### src/rtl/tbg_pkg.sv
package tbg_pkg;

    // Kind of register selected by a read or write address.
    typedef enum logic [1:0] {
        SEL_CNT  = 2'd0,
        SEL_FLAG = 2'd1,
        SEL_NONE = 2'd2
    } tbg_sel_e;

    function automatic tbg_sel_e tbg_decode(input int unsigned addr, input int unsigned num_cnt);
        if (addr < num_cnt)       return SEL_CNT;
        else if (addr == num_cnt) return SEL_FLAG;
        else                      return SEL_NONE;
    endfunction

endpackage

### src/rtl/tbg_counter.sv
module tbg_counter #(
    parameter int CNT_W = 32
) (
    input  logic             clk,
    input  logic             rst_n,
    input  logic             load_i,
    input  logic [CNT_W-1:0] load_val_i,
    input  logic             clr_i,
    output logic [CNT_W-1:0] cnt_o,
    output logic             flag_o,
    output logic             trap_o
);

    typedef struct packed {
        logic [CNT_W-1:0] cnt;
        logic             run;
        logic             flag;
        logic             trap;
    } cnt_state_t;

    cnt_state_t st_d, st_q;
    logic       expire;

    always_comb begin
        st_d      = st_q;
        expire    = 1'b0;
        if (load_i) begin
            // a reload takes priority over an expiry in the same cycle
            st_d.cnt = load_val_i;
            st_d.run = |load_val_i;
        end else if (st_q.run) begin
            if (st_q.cnt == CNT_W'(1)) begin
                st_d.cnt = '0;
                st_d.run = 1'b0;
                expire   = 1'b1;
            end else begin
                st_d.cnt = st_q.cnt - CNT_W'(1);
            end
        end
        st_d.trap = expire;
        st_d.flag = (st_q.flag & ~clr_i) | expire;
    end

    always_ff @(posedge clk or negedge rst_n) begin
        if (!rst_n) st_q <= '0;
        else        st_q <= st_d;
    end

    assign cnt_o  = st_q.cnt;
    assign flag_o = st_q.flag;
    assign trap_o = st_q.trap;

    a_r2_decrement: assert property (@(posedge clk) disable iff (!rst_n)
        (st_q.run && !load_i && st_q.cnt > CNT_W'(1)) |=> (st_q.cnt == $past(st_q.cnt) - CNT_W'(1)));

    a_r3_stopped_holds: assert property (@(posedge clk) disable iff (!rst_n)
        (!st_q.run && !load_i) |=> ($stable(st_q.cnt) && !st_q.trap));

    a_r4_single_pulse: assert property (@(posedge clk) disable iff (!rst_n)
        st_q.trap |=> !st_q.trap);

    a_r5_trap_at_zero: assert property (@(posedge clk) disable iff (!rst_n)
        st_q.trap |-> (st_q.cnt == '0 && st_q.flag && !st_q.run));

    a_r6_flag_sticky: assert property (@(posedge clk) disable iff (!rst_n)
        (st_q.flag && !clr_i) |=> st_q.flag);

    a_r8_reload_wins: assert property (@(posedge clk) disable iff (!rst_n)
        load_i |=> (!st_q.trap && st_q.cnt == $past(load_val_i)));

endmodule

### src/rtl/tbg_readmux.sv
module tbg_readmux #(
    parameter int CNT_W   = 32,
    parameter int NUM_CNT = 2,
    parameter int ADDR_W  = 2
) (
    input  logic [ADDR_W-1:0]  rd_addr_i,
    input  logic [CNT_W-1:0]   cnt_i [NUM_CNT],
    input  logic [NUM_CNT-1:0] flags_i,
    output logic [CNT_W-1:0]   rd_data_o
);
    import tbg_pkg::*;

    tbg_sel_e sel;

    always_comb begin
        sel       = tbg_decode(int'(rd_addr_i), NUM_CNT);
        rd_data_o = '0;
        for (int i = 0; i < NUM_CNT; i++) begin
            if (sel == SEL_CNT && rd_addr_i == ADDR_W'(i)) rd_data_o = cnt_i[i];
        end
        if (sel == SEL_FLAG) rd_data_o[NUM_CNT-1:0] = flags_i;
    end

endmodule

### src/rtl/task_budget_guard.sv
module task_budget_guard #(
    parameter int CNT_W   = 32,
    parameter int NUM_CNT = 2,
    parameter int ADDR_W  = $clog2(NUM_CNT + 2)
) (
    input  logic               clk,
    input  logic               rst_n,
    input  logic               wr_en,
    input  logic [ADDR_W-1:0]  wr_addr,
    input  logic [CNT_W-1:0]   wr_data,
    input  logic [ADDR_W-1:0]  rd_addr,
    output logic [CNT_W-1:0]   rd_data,
    output logic [NUM_CNT-1:0] trap_o
);
    localparam logic [ADDR_W-1:0] FLAG_ADDR = ADDR_W'(NUM_CNT);

    logic [CNT_W-1:0]   cnt_w [NUM_CNT];
    logic [NUM_CNT-1:0] flag_w;
    logic [NUM_CNT-1:0] clr_w;
    logic [NUM_CNT-1:0] load_w;

    for (genvar g = 0; g < NUM_CNT; g++) begin : g_cnt
        assign load_w[g] = wr_en && (wr_addr == ADDR_W'(g));
        assign clr_w[g]  = wr_en && (wr_addr == FLAG_ADDR) && wr_data[g];

        tbg_counter #(.CNT_W(CNT_W)) u_cnt (
            .clk        (clk),
            .rst_n      (rst_n),
            .load_i     (load_w[g]),
            .load_val_i (wr_data),
            .clr_i      (clr_w[g]),
            .cnt_o      (cnt_w[g]),
            .flag_o     (flag_w[g]),
            .trap_o     (trap_o[g])
        );
    end

    tbg_readmux #(.CNT_W(CNT_W), .NUM_CNT(NUM_CNT), .ADDR_W(ADDR_W)) u_rd (
        .rd_addr_i (rd_addr),
        .cnt_i     (cnt_w),
        .flags_i   (flag_w),
        .rd_data_o (rd_data)
    );

    // every trap pulse is accompanied by its flag
    a_r6_trap_sets_flag: assert property (@(posedge clk) disable iff (!rst_n)
        ((trap_o & ~flag_w) == '0));

    // a write to one counter address never loads two counters
    a_r9_single_load: assert property (@(posedge clk) disable iff (!rst_n)
        $onehot0(load_w));

endmodule

### config.mk
export PLATFORM = sky130hd
export DESIGN_NAME = task_budget_guard
export DESIGN_NICKNAME = d
export VERILOG_FILES = /design/src/rtl/tbg_pkg.sv /design/src/rtl/tbg_counter.sv /design/src/rtl/tbg_readmux.sv /design/src/rtl/task_budget_guard.sv
export SDC_FILE = /design/constraint.sdc
export NUM_CORES = 1
export LEC_CHECK = 0
export BUFFER_PORTS_ARGS = -buffer_cell sky130_fd_sc_hd__buf_4
export CAP_MARGIN = 30
export CORE_MARGIN = 2
export CORE_UTILIZATION = 45
export DETAILED_ROUTE_END_ITERATION = 8
export GPL_TIMING_DRIVEN = 0
export PLACE_DENSITY = 0.71
export SKIP_CTS_REPAIR_TIMING = 1
export SYNTH_ARGS = -nofsm -noshare
export SYNTH_HDL_FRONTEND = slang
export SYNTH_SLANG_ARGS = --single-unit
### constraint.sdc
create_clock -name clk -period 2.6 [get_ports clk]
set_clock_uncertainty 0.05 [all_clocks]
set_input_delay 0.26 -clock clk [delete_from_list [all_inputs] [get_ports clk]]
set_output_delay 0.26 -clock clk [all_outputs]
set_load 0.1 [all_outputs]
==> flow_metrics.tcl, run 1 <==
set metrics [dict create \
    outcome "completed" \
    seqPwrFrac_pct 34.7 \
    nFillCells 1012 \
    synthesis.nets 672 \
    rrSetupSlack_ns 0.05 \
    antenna_found_initial 0 \
    floorplan.rows 38 \
    hold_path_end "g_cnt[0].u_cnt.cnt_o[10]" \
    cp.arrival_ns 2.77 \
    ys_seq_area_share_pct 34.7 \
    grt_pass1_wl_um 30600 \
    pwr-share-clk_pct 20.3 \
    place_ws_ns -0.388 \
    ant_nets 0 \
    dp_hpwl_um 14900 \
    r2r_cells 7 \
    finalSetupViolCount 0 \
    cts_sinks 70 \
    gp_congestion 1.00 \
    pwr-share-comb_pct 45.0 \
    drc 0 \
    die_area_um2 12100 \
    die_w_um 110 \
    power_density_nw_per_um2 781 \
    gr-max-usage-layer "met2" \
    maxCapViolCount 0 \
    area_delta_synth_final_pct 26.8 \
    drt_first_pass_iters 6 \
    ioPinCount 73 \
    path_clk_slew_ns 0.08 \
    instances_no_fill 872 \
    clock.fmax_ghz 0.392 \
    dr.first_iter.drc_count 618 \
    initial_core_util_pct 46.3 \
    period_share_pct 98.2 \
    switchingPower_uw 2420 \
    cts_tree "done" \
    hp-start "wr_data[10]" \
    crit_type "flip-flop to flip-flop" \
    crit_path_start_kind "flip-flop" \
    clk_latency_ns 0.37 \
    crit_chain "or4_4 -> or3_4 -> nor4_4 -> buf_4 -> buf_6 -> o21ai_0 -> a31o_2" \
    synth.distinct_cells 57 \
    vias 5856 \
    grt_max_degree 71 \
    p_sw_share_pct 48.5 \
    core_area_um2 10900 \
    viasPerCell 6.72 \
    final_layout_size_suffix_gt1_share_pct 26.6 \
    synth_seq_cells 70 \
    cp_slowest_cell "or4_4" \
    whs_path_depth 3 \
    yosysTopAreaCell "dfrtp_1" \
    irDropWorstVdd_uv 568 \
    syn_area_per_cell_um2 8.01 \
    ff_latch_area_um2 1760 \
    yosysWarnings 0 \
    fin_nets 770 \
    grt_overflow_total 0 \
    syn_inst 629 \
    wirelength_um 20400 \
    layout_setup_ws_ns 0.0468 \
    multiInputGateArea_um2 3300 \
    io_buffers 71 \
    crit_required_ns 2.81 \
    syn_area_um2 5040 \
    path_delay_family "simple AND/OR/NAND/NOR gates" \
    track_usage_pct 34.3 \
    grtUsageMet2_pct 52.7 \
    holdWs_ns 0.0722 \
    htreeDepth 3 \
    grtUsageMet1_pct 47.8 \
    hold_class "primary input to flip-flop" \
    yosysTopAreaCellShare_pct 34.7 \
    antenna_cells 0 \
    wl_per_cell_um 23.4 \
    synthTopCellsByArea "dfrtp_1 (35%), nor2_1 (7.2%), mux2i_1 (7.1%), o21ai_0 (3.9%), nand2_1 (3.2%)" \
    rsz0062_at_grt "yes" \
    slew_violations 0 \
    clock-root-buffer "clkbuf_8" \
    r2r_end "g_cnt[1].u_cnt.cnt_o[29]" \
    use_met3_pct 5.16 \
    synth-edff-count 0 \
    cp-end-kind "flip-flop" \
    die_h_um 110 \
    rr_startpoint "g_cnt[1].u_cnt.cnt_o[23]" \
    cp_slowest_stage_delay_ns 0.61 \
    synth_ff_type "dfrtp_1" \
    period_minus_slack_ns 2.55 \
    grt_pass1_vias 5409 \
    cts_buffer_depth 2 \
    p_leak_uw 0.00253 \
    tightest_slew_ns 0.828 \
    async_flop_share_pct 100 \
    slew_headroom_pct 44.6 \
    finalHoldViolCount 0 \
    internal_power_uw 2570 \
    numCtsBuffers 9 \
    cp_max_fo 10 \
    path_buf_inv 2 \
    dp_cells 842 \
]
==> cells in the final DEF (no fill, tap or decap), types with 17 or more instances in the layout <==
cell type and n:
buf_4 90, dfrtp_1 67, nor2_1 66, nand2_1 43, clkbuf_1 37, mux2i_1 36, o21ai_0 36, nor2_2 31
a21oi_1 23, a31oi_1 23, nor3_1 22, nand3_1 20, or3_1 18, a31o_2 18, nand4_1 17
==> synthesized netlist by cell type (all sizes together), types with 8 or more instances <==
cell type and n:
or3 21, a31o 18, o21ai 39, or4 13
a21oi 23, clkbuf 40, a32o 8, dfrtp 70
inv 11, buf 11, nor3 30, a31oi 24
nor2 97, nand3 22, nor4 24, nand2 43
nand4 17, mux2i 36
==> power groups by stage <==
stage / clock network [uW] / registers (uW) / logic [uW]
2_1_floorplan: 0 / 1550 / 1560
3_3_place_gp: 0 / 1670 / 2040
3_5_place_dp: 0 / 1680 / 2080
4_1_cts: 1010 / 1660 / 2090
5_1_grt: 1050 / 1750 / 2380
6_report: 1010 / 1730 / 2250
==> state kept, by name, indices dropped and copies added, names as in the netlist <==
signal,cells
g_cnt.u_cnt.flag_o,2
g_cnt.u_cnt.st_q,2
g_cnt.u_cnt.trap_o,2
g_cnt.u_cnt.cnt_o,64
==> metrics by stage <==
stage	instance area, um^2	util [%]	setup TNS, ns	total power, uW
2_1_floorplan	5120	-	0	3110
3_3_place_gp	5820	53.5	-8.88	3710
3_5_place_dp	5830	53.6	-8.36	3750
4_1_cts	6050	55.6	-9.41	4750
5_1_grt	6390	58.7	-0.0331	5180
6_report	6390	58.7	0	4990
==> area by class of cell <==
class / count / share of cell area, %
clock buffer: 13 / 2.80
inverter: 11 / 0.646
timing repair buffer: 90 / 10.9
multi-input combinational: 497 / 51.6
tap: 140 / 2.74
buffer: 48 / 3.21
clock inverter: 3 / 0.626
sequential: 70 / 27.5
==> how the worst max path moves through the flow <==
stage                     slack, ns  cells past startpoint                     start                        to
final                          0.05                      7  g_cnt[1].u_cnt.cnt_o[23]  g_cnt[1].u_cnt.cnt_o[29]
after CTS                     -0.39                      8  g_cnt[1].u_cnt.cnt_o[23]  g_cnt[1].u_cnt.cnt_o[26]
after global routing          -0.02                      7   g_cnt[0].u_cnt.cnt_o[6]  g_cnt[0].u_cnt.cnt_o[24]
after floorplan                0.19                      7   g_cnt[1].u_cnt.cnt_o[0]  g_cnt[1].u_cnt.cnt_o[28]
after global placement        -0.34                      8  g_cnt[1].u_cnt.cnt_o[23]  g_cnt[1].u_cnt.cnt_o[26]
after detailed placement      -0.39                      8  g_cnt[1].u_cnt.cnt_o[23]  g_cnt[1].u_cnt.cnt_o[26]
==> cell families after synthesis <==
family                     after synthesis  synth area share, %
and+or+nand+nor                        298                 30.7
xor gates and xnor gates                 4                0.695
AOI/OAI and AO/OA                      155                 20.8
adders and majority gates                4                0.993
DFF                                     70                 34.7
muxes                                   36                 7.15
buffers and inverters                   62                 4.89
==> worst register-to-register path, stage by stage (launching register included) <==
cell and delay [ns]:
dfrtp_1 0.41, or4_4 0.61, or3_4 0.44, nor4_4 0.21, buf_4 0.20, buf_6 0.16, o21ai_0 0.11, a31o_2 0.27
==> per-layer routing <==
| metal | routed length (um) | up-vias |
|---|---|---|
| met4 | 862 | 0 |
| met5 | 0 | - |
| met3 | 1950 | 85 |
| met1 | 8250 | 2818 |
| met2 | 9360 | 369 |
| li1 | - | 2584 |
(Power assumes the default switching activity.)
==> inputs of run 2 (changes only) <==
ABC_AREA = 1   (was unset)
PLACE_DENSITY = 0.73   (was 0.71)
clock period = 2.32 ns   (was 2.6 ns; I/O delays follow)
==> run 2 against run 1 <==
Largest power group unchanged. First-iteration DRC count shrank 26%. Cell count grew 27%. Hold slack gained 0.0074 ns. Core utilization shrank 4.2 points. Synthesized area grew 8.7%. Fmax grew 24%. Register-to-register slack gained 0.21 ns. Synthesized cell count grew 39%. Global-route usage shrank 5.2 points.
==> flow_metrics.tcl, run 2 <==
set metrics [dict create \
    dr.first_iter.drc_count 455 \
    io_buffers 72 \
    maxCapViolCount 0 \
    core_area_um2 12000 \
    rsz0062_at_grt "no" \
    synthTopCellsByArea "dfrtp_1 (32%), nand2_1 (16%), inv_1 (10%), nor2_1 (9.3%), nand3_1 (7.9%)" \
    whs_path_depth 3 \
    cts_buffer_depth 2 \
    htreeDepth 3 \
    viasPerCell 5.41 \
    finalHoldViolCount 0 \
    numCtsBuffers 9 \
    yosysTopAreaCell "dfrtp_1" \
    initial_core_util_pct 45.8 \
    power_density_nw_per_um2 1170 \
    die_w_um 114 \
    synth-edff-count 0 \
    crit_required_ns 2.51 \
    outcome "completed" \
    synth_ff_type "dfrtp_1" \
    vias 6008 \
    cp_slowest_stage_delay_ns 0.39 \
    drc 0 \
    hold_class "primary input to flip-flop" \
    cp.arrival_ns 2.25 \
    crit_path_start_kind "flip-flop" \
    synth_seq_cells 70 \
    crit_type "flip-flop to flip-flop" \
    synthAdderAreaFrac_pct 0.914 \
    cts_sinks 70 \
    yosysTopAreaCellShare_pct 32.0 \
    ioPinCount 73 \
    final_cell_mix "nand2_1 (237), inv_1 (151), nor2_1 (135), nand3_1 (87), buf_4 (77)" \
    period_share_pct 88.9 \
    synth.distinct_cells 27 \
    power_uw 7650 \
    yosysWarnings 0 \
    drt_first_pass_iters 5 \
    syn_inst 874 \
    area_delta_synth_final_pct 19.1 \
    ant_nets 0 \
    synth-compound-area-share_pct 11.2 \
    async_flop_share_pct 100 \
    finalSetupViolCount 0 \
    utilization_pct 54.5 \
    die_area_um2 13100 \
    cts_tree "done" \
    track_usage_pct 29.2 \
    slew_headroom_pct 66.3 \
    period_minus_slack_ns 2.06 \
    gp_congestion 0.931 \
    irDropWorstVdd_uv 507 \
    synthesis.nets 917 \
    r2r_cells 9 \
    synth_xor_area_share_pct 4.48 \
    largest_reg_flops 64 \
    synth.area.mux_share_pct 0 \
    synth_top_family_by_area "simple AND/OR/NAND/NOR gates" \
    slew_violations 0 \
    tightest_slew_ns 0.505 \
    cp_max_fo 5 \
    grt_max_degree 71 \
    instances_no_fill 1111 \
    grt_overflow_total 0 \
    clock.fmax_ghz 0.485 \
    antenna_found_initial 0 \
    final_layout_size_suffix_gt1_share_pct 12.8 \
    antenna_cells 0 \
    wirelength_um 18300 \
    grt_pass1_vias 5651 \
    p_leak_uw 0.00328 \
    grt_pass1_wl_um 29000 \
    floorplan.rows 40 \
    die_h_um 114 \
    syn_area_per_cell_um2 6.27 \
    cp-end-kind "flip-flop" \
    layout_commonest_cell "nand2_1" \
    cp_common_cell "nand3_1" \
    wl_per_cell_um 16.5 \
    synth_commonest_cells "nand2_1 (237), inv_1 (151), nor2_1 (136), nand3_1 (87), dfrtp_1 (70)" \
    ys_seq_area_share_pct 32.0 \
    crit_chain "inv_1 -> ha_1 -> nand3_1 -> nor2_4 -> nand2_1 -> nor2_2 -> nand3_1 -> nand3_1 -> nand2_1" \
    cp_slowest_cell "dfrtp_1" \
    dp_hpwl_um 14700 \
    dp_cells 1093 \
    synthSimpleGateAreaFrac_pct 38.1 \
    fin_nets 1002 \
    clk_latency_ns 0.35 \
    path_clk_slew_ns 0.05 \
    syn_area_um2 5480 \
    synth.most_common_cell "nand2_1" \
    clock-root-buffer "clkbuf_16" \
]
[run 2: layer usage]
metal	share of wire [%]	track usage (%)	vias to the layer above
li1	-	-	2936
met1	43	38.4	2789
met2	47	47.4	236
met3	6.6	3.86	47
met4	3.8	14.3	0
met5	0	0	-
[run 2: final timing paths]
path	slack [ns]	end	startpoint
setup / recovery	0.26	g_cnt[1].u_cnt.cnt_o[24]	g_cnt[1].u_cnt.cnt_o[0]
min in group asynchronous	0.19	g_cnt[0].u_cnt.cnt_o[7]	rst_n
setup reg to reg	0.26	g_cnt[1].u_cnt.cnt_o[24]	g_cnt[1].u_cnt.cnt_o[0]
max in group asynchronous	1.48	g_cnt[1].u_cnt.cnt_o[23]	rst_n
hold / removal	0.08	g_cnt[1].u_cnt.cnt_o[8]	wr_data[8]
hold reg to reg	0.48	g_cnt[1].u_cnt.flag_o	g_cnt[1].u_cnt.flag_o
[run 2: final cells by class]
class	count	area (um^2)
Fill cell	1227	5440
Multi-Input combinational cell	627	3000
Sequential cell	70	1750
Inverter	155	582
Timing Repair Buffer	74	578
Clock buffer	16	282
Tap cell	147	184
Buffer	22	149
[run 2: power breakdown]
part	internal, uW	switching, uW
clock network	814	538
registers	1650	528
logic	1160	2970
total	3620	4030
[run 2: worst max-delay path: cells and delay by family (launching register included)]
kind                       cells  cell delay, ns
buffers and inverters          1            0.17
DFF                            1            0.39
adders and majority gates      1            0.24
and+or+nand+nor                7            1.11
[run 2: logic make-up after synthesis]
logic type	count (synthesis)
buffers and inverters	177
adders and majority gates	4
AOI/OAI and AO/OA	101
xor gates and xnor gates	28
DFF	70
and+or+nand+nor	494
[run 2: through the flow]
stage                     setup TNS, ns  setup WS [ns]  cell area, um^2  hold WS [ns]
after floorplan                   -2.05        -0.0682             5480        -0.114
after global placement                0          0.218             6200         0.388
after detailed placement              0          0.200             6200         0.386
after CTS                             0          0.183             6480        0.0115
after global routing                  0         0.0502             6520        0.0967
final                                 0          0.258             6520        0.0796
==> inputs of run 3 (changes only) <==
BUFFER_PORTS_ARGS = unset   (was -buffer_cell sky130_fd_sc_hd__buf_4)
CORE_MARGIN = unset   (was 2)
DONT_BUFFER_PORTS = 1   (was unset)
PLACE_DENSITY = 0.66   (was 0.73)
clock period = 1.9 ns   (was 2.32 ns; I/O delays follow)
==> run 3 against run 2 <==
The flow now finishes with violations (design-rule violations, negative hold slack). Combinational power grew 44%. Largest power group unchanged. Die area shrank 3.5%. Cell count shrank 1.8%. Largest cell class unchanged. Critical path depth is the same. Sequential power grew 23%. Flip-flop and latch count is the same. First-iteration DRC count grew 45%. Via count grew 3.2%. Worst setup slack lost 0.18 ns. Power grew 34%. Sequential share of layout area shrank 2.4 points.
==> flow_metrics.tcl, run 3 (synthesis gave the netlist of run 2 again) <==
set metrics [dict create \
    outcome "finished with violations" \
    violations "design-rule violations, negative hold slack" \
    die_area_um2 12600 \
    path_delay_family "simple AND/OR/NAND/NOR gates" \
    crit_path_end "g_cnt[0].u_cnt.cnt_o[30]" \
    antenna_found_initial 0 \
    dp_hpwl_um 15500 \
    dr.first_iter.drc_count 661 \
    vias 6201 \
    crit_cells 9 \
    core_area_um2 11700 \
    crit_path_start "g_cnt[0].u_cnt.cnt_o[0]" \
    path_buf_inv 1 \
    htreeDepth 3 \
    routed-wl-met2_um 9380 \
    finalHoldViolCount 2 \
    period_share_pct 96.0 \
    layout_commonest_cell "nand2_1" \
    grt_overflow_total 0 \
    drt_first_pass_iters 7 \
    power_density_nw_per_um2 1430 \
    cts_buffer_depth 2 \
    die_h_um 112 \
    wl_per_cell_um 18.5 \
    slew_violations 0 \
    cp_slowest_stage_delay_ns 0.42 \
    period_minus_slack_ns 1.82 \
    numCtsBuffers 9 \
    wirelength_um 20200 \
    r2r_cells 9 \
    rrSetupSlack_ns 0.08 \
    finalSetupViolCount 0 \
    cts_tree "done" \
    crit_type "flip-flop to flip-flop" \
    crit_path_start_kind "flip-flop" \
    maxCapViolCount 0 \
    r2r_end "g_cnt[0].u_cnt.cnt_o[30]" \
    initial_core_util_pct 47.0 \
    wl_met3_um 1640 \
    ant_nets 0 \
    clk_latency_ns 0.35 \
    dp_cells 1049 \
    p_leak_uw 0.00339 \
    path_clk_slew_ns 0.06 \
    tightest_slew_ns 0.744 \
    grt_pass1_vias 6005 \
    gp_congestion 0.984 \
    crit_chain "inv_2 -> ha_2 -> nand3_2 -> nor2_4 -> nand2_1 -> nor2_1 -> nand3_1 -> nand3_1 -> nand2_1" \
    cp_slowest_cell "dfrtp_1" \
    power_uw 10300 \
    viasPerCell 5.68 \
    final_layout_size_suffix_gt1_share_pct 14.9 \
    area_delta_synth_final_pct 31.0 \
    hold_class "primary input to flip-flop" \
    crit_required_ns 2.08 \
    clock.fmax_ghz 0.548 \
    drc 2 \
    cts_sinks 70 \
    final_cell_mix "nand2_1 (234), inv_1 (147), nor2_1 (128), nand3_1 (85), dfrtp_1 (70)" \
    wl_met1_um 7930 \
    grt_pass1_wl_um 31500 \
    nFillCells 1044 \
    slew_headroom_pct 50.4 \
    ioPinCount 73 \
    largest_reg_flops 64 \
    rr_startpoint "g_cnt[0].u_cnt.cnt_o[0]" \
    instances_no_fill 1091 \
    cp-end-kind "flip-flop" \
    antenna_cells 0 \
    cp_max_fo 4 \
    grt_max_degree 71 \
    clock-root-buffer "clkbuf_16" \
    cp.arrival_ns 2.00 \
    floorplan.rows 39 \
    irDropWorstVdd_uv 488 \
    holdWs_ns -0.0471 \
    die_w_um 112 \
    fin_nets 986 \
    track_usage_pct 32.9 \
    io_buffers 0 \
    top_layer "met4" \
]
==> run 3: changes by cell type in the layout (fill, tap and decap cells not counted), moves of 14 or more <==
| cell | change |
|---|---|
| buf_16 | +18 |
| buf_4 | -64 |
| buf_8 | +14 |
| dlygate4sd3_1 | +16 |
| o22ai_1 | -30 |
| o22ai_2 | +30 |
==> run 3: metal layers <==
layer / GRT usage (%) / vias up
li1: - / 2897
met1: 40.1 / 2871
met2: 53.3 / 334
met3: 5.99 / 99
met4: 22.2 / 0
met5: 0 / -
==> run 3: cell type report <==
cell class              count  area (um^2)  area share (%)
plain buffers              22          149            2.08
clock buffers              16          282            3.92
inverters                 155          582            8.11
multi-input cells         627         3270            45.6
flip-flops and latches     70         1750            24.4
well taps                 143          179            2.49
repair buffers             58          963            13.4
==> run 3: metrics by stage <==
step                      TNS [ns]  cell area, um^2  hold WS (ns)  setup WS (ns)  utilization (%)
after floorplan             -12.77             5480        -0.156         -0.404                -
after global placement      -19.33             5660        -0.153         -0.647             48.5
after detailed placement     -1.54             6560        -0.153         -0.269             56.3
after CTS                    -1.75             6840        -0.517         -0.303             58.7
after global routing       -0.0528             7170       0.00102        -0.0152             61.5
final                            0             7170       -0.0471         0.0756             61.5
==> run 3: worst min path at each step <==
stage                startpoint                        to  cells past startpoint
floorplan                 rst_n   g_cnt[0].u_cnt.cnt_o[0]                      0
CTS                       rst_n  g_cnt[0].u_cnt.cnt_o[12]                      0
detailed placement        rst_n   g_cnt[0].u_cnt.cnt_o[8]                      0
global placement          rst_n  g_cnt[0].u_cnt.cnt_o[10]                      0
global route        wr_data[12]  g_cnt[0].u_cnt.cnt_o[12]                      2
finish               wr_data[5]   g_cnt[1].u_cnt.cnt_o[5]                      2
==> run 3: report_power, final <==
part / switching, uW / total (uW) / internal (uW)
clock: 672 / 1670 / 995
combinational: 3970 / 5920 / 1950
sequential: 664 / 2680 / 2010
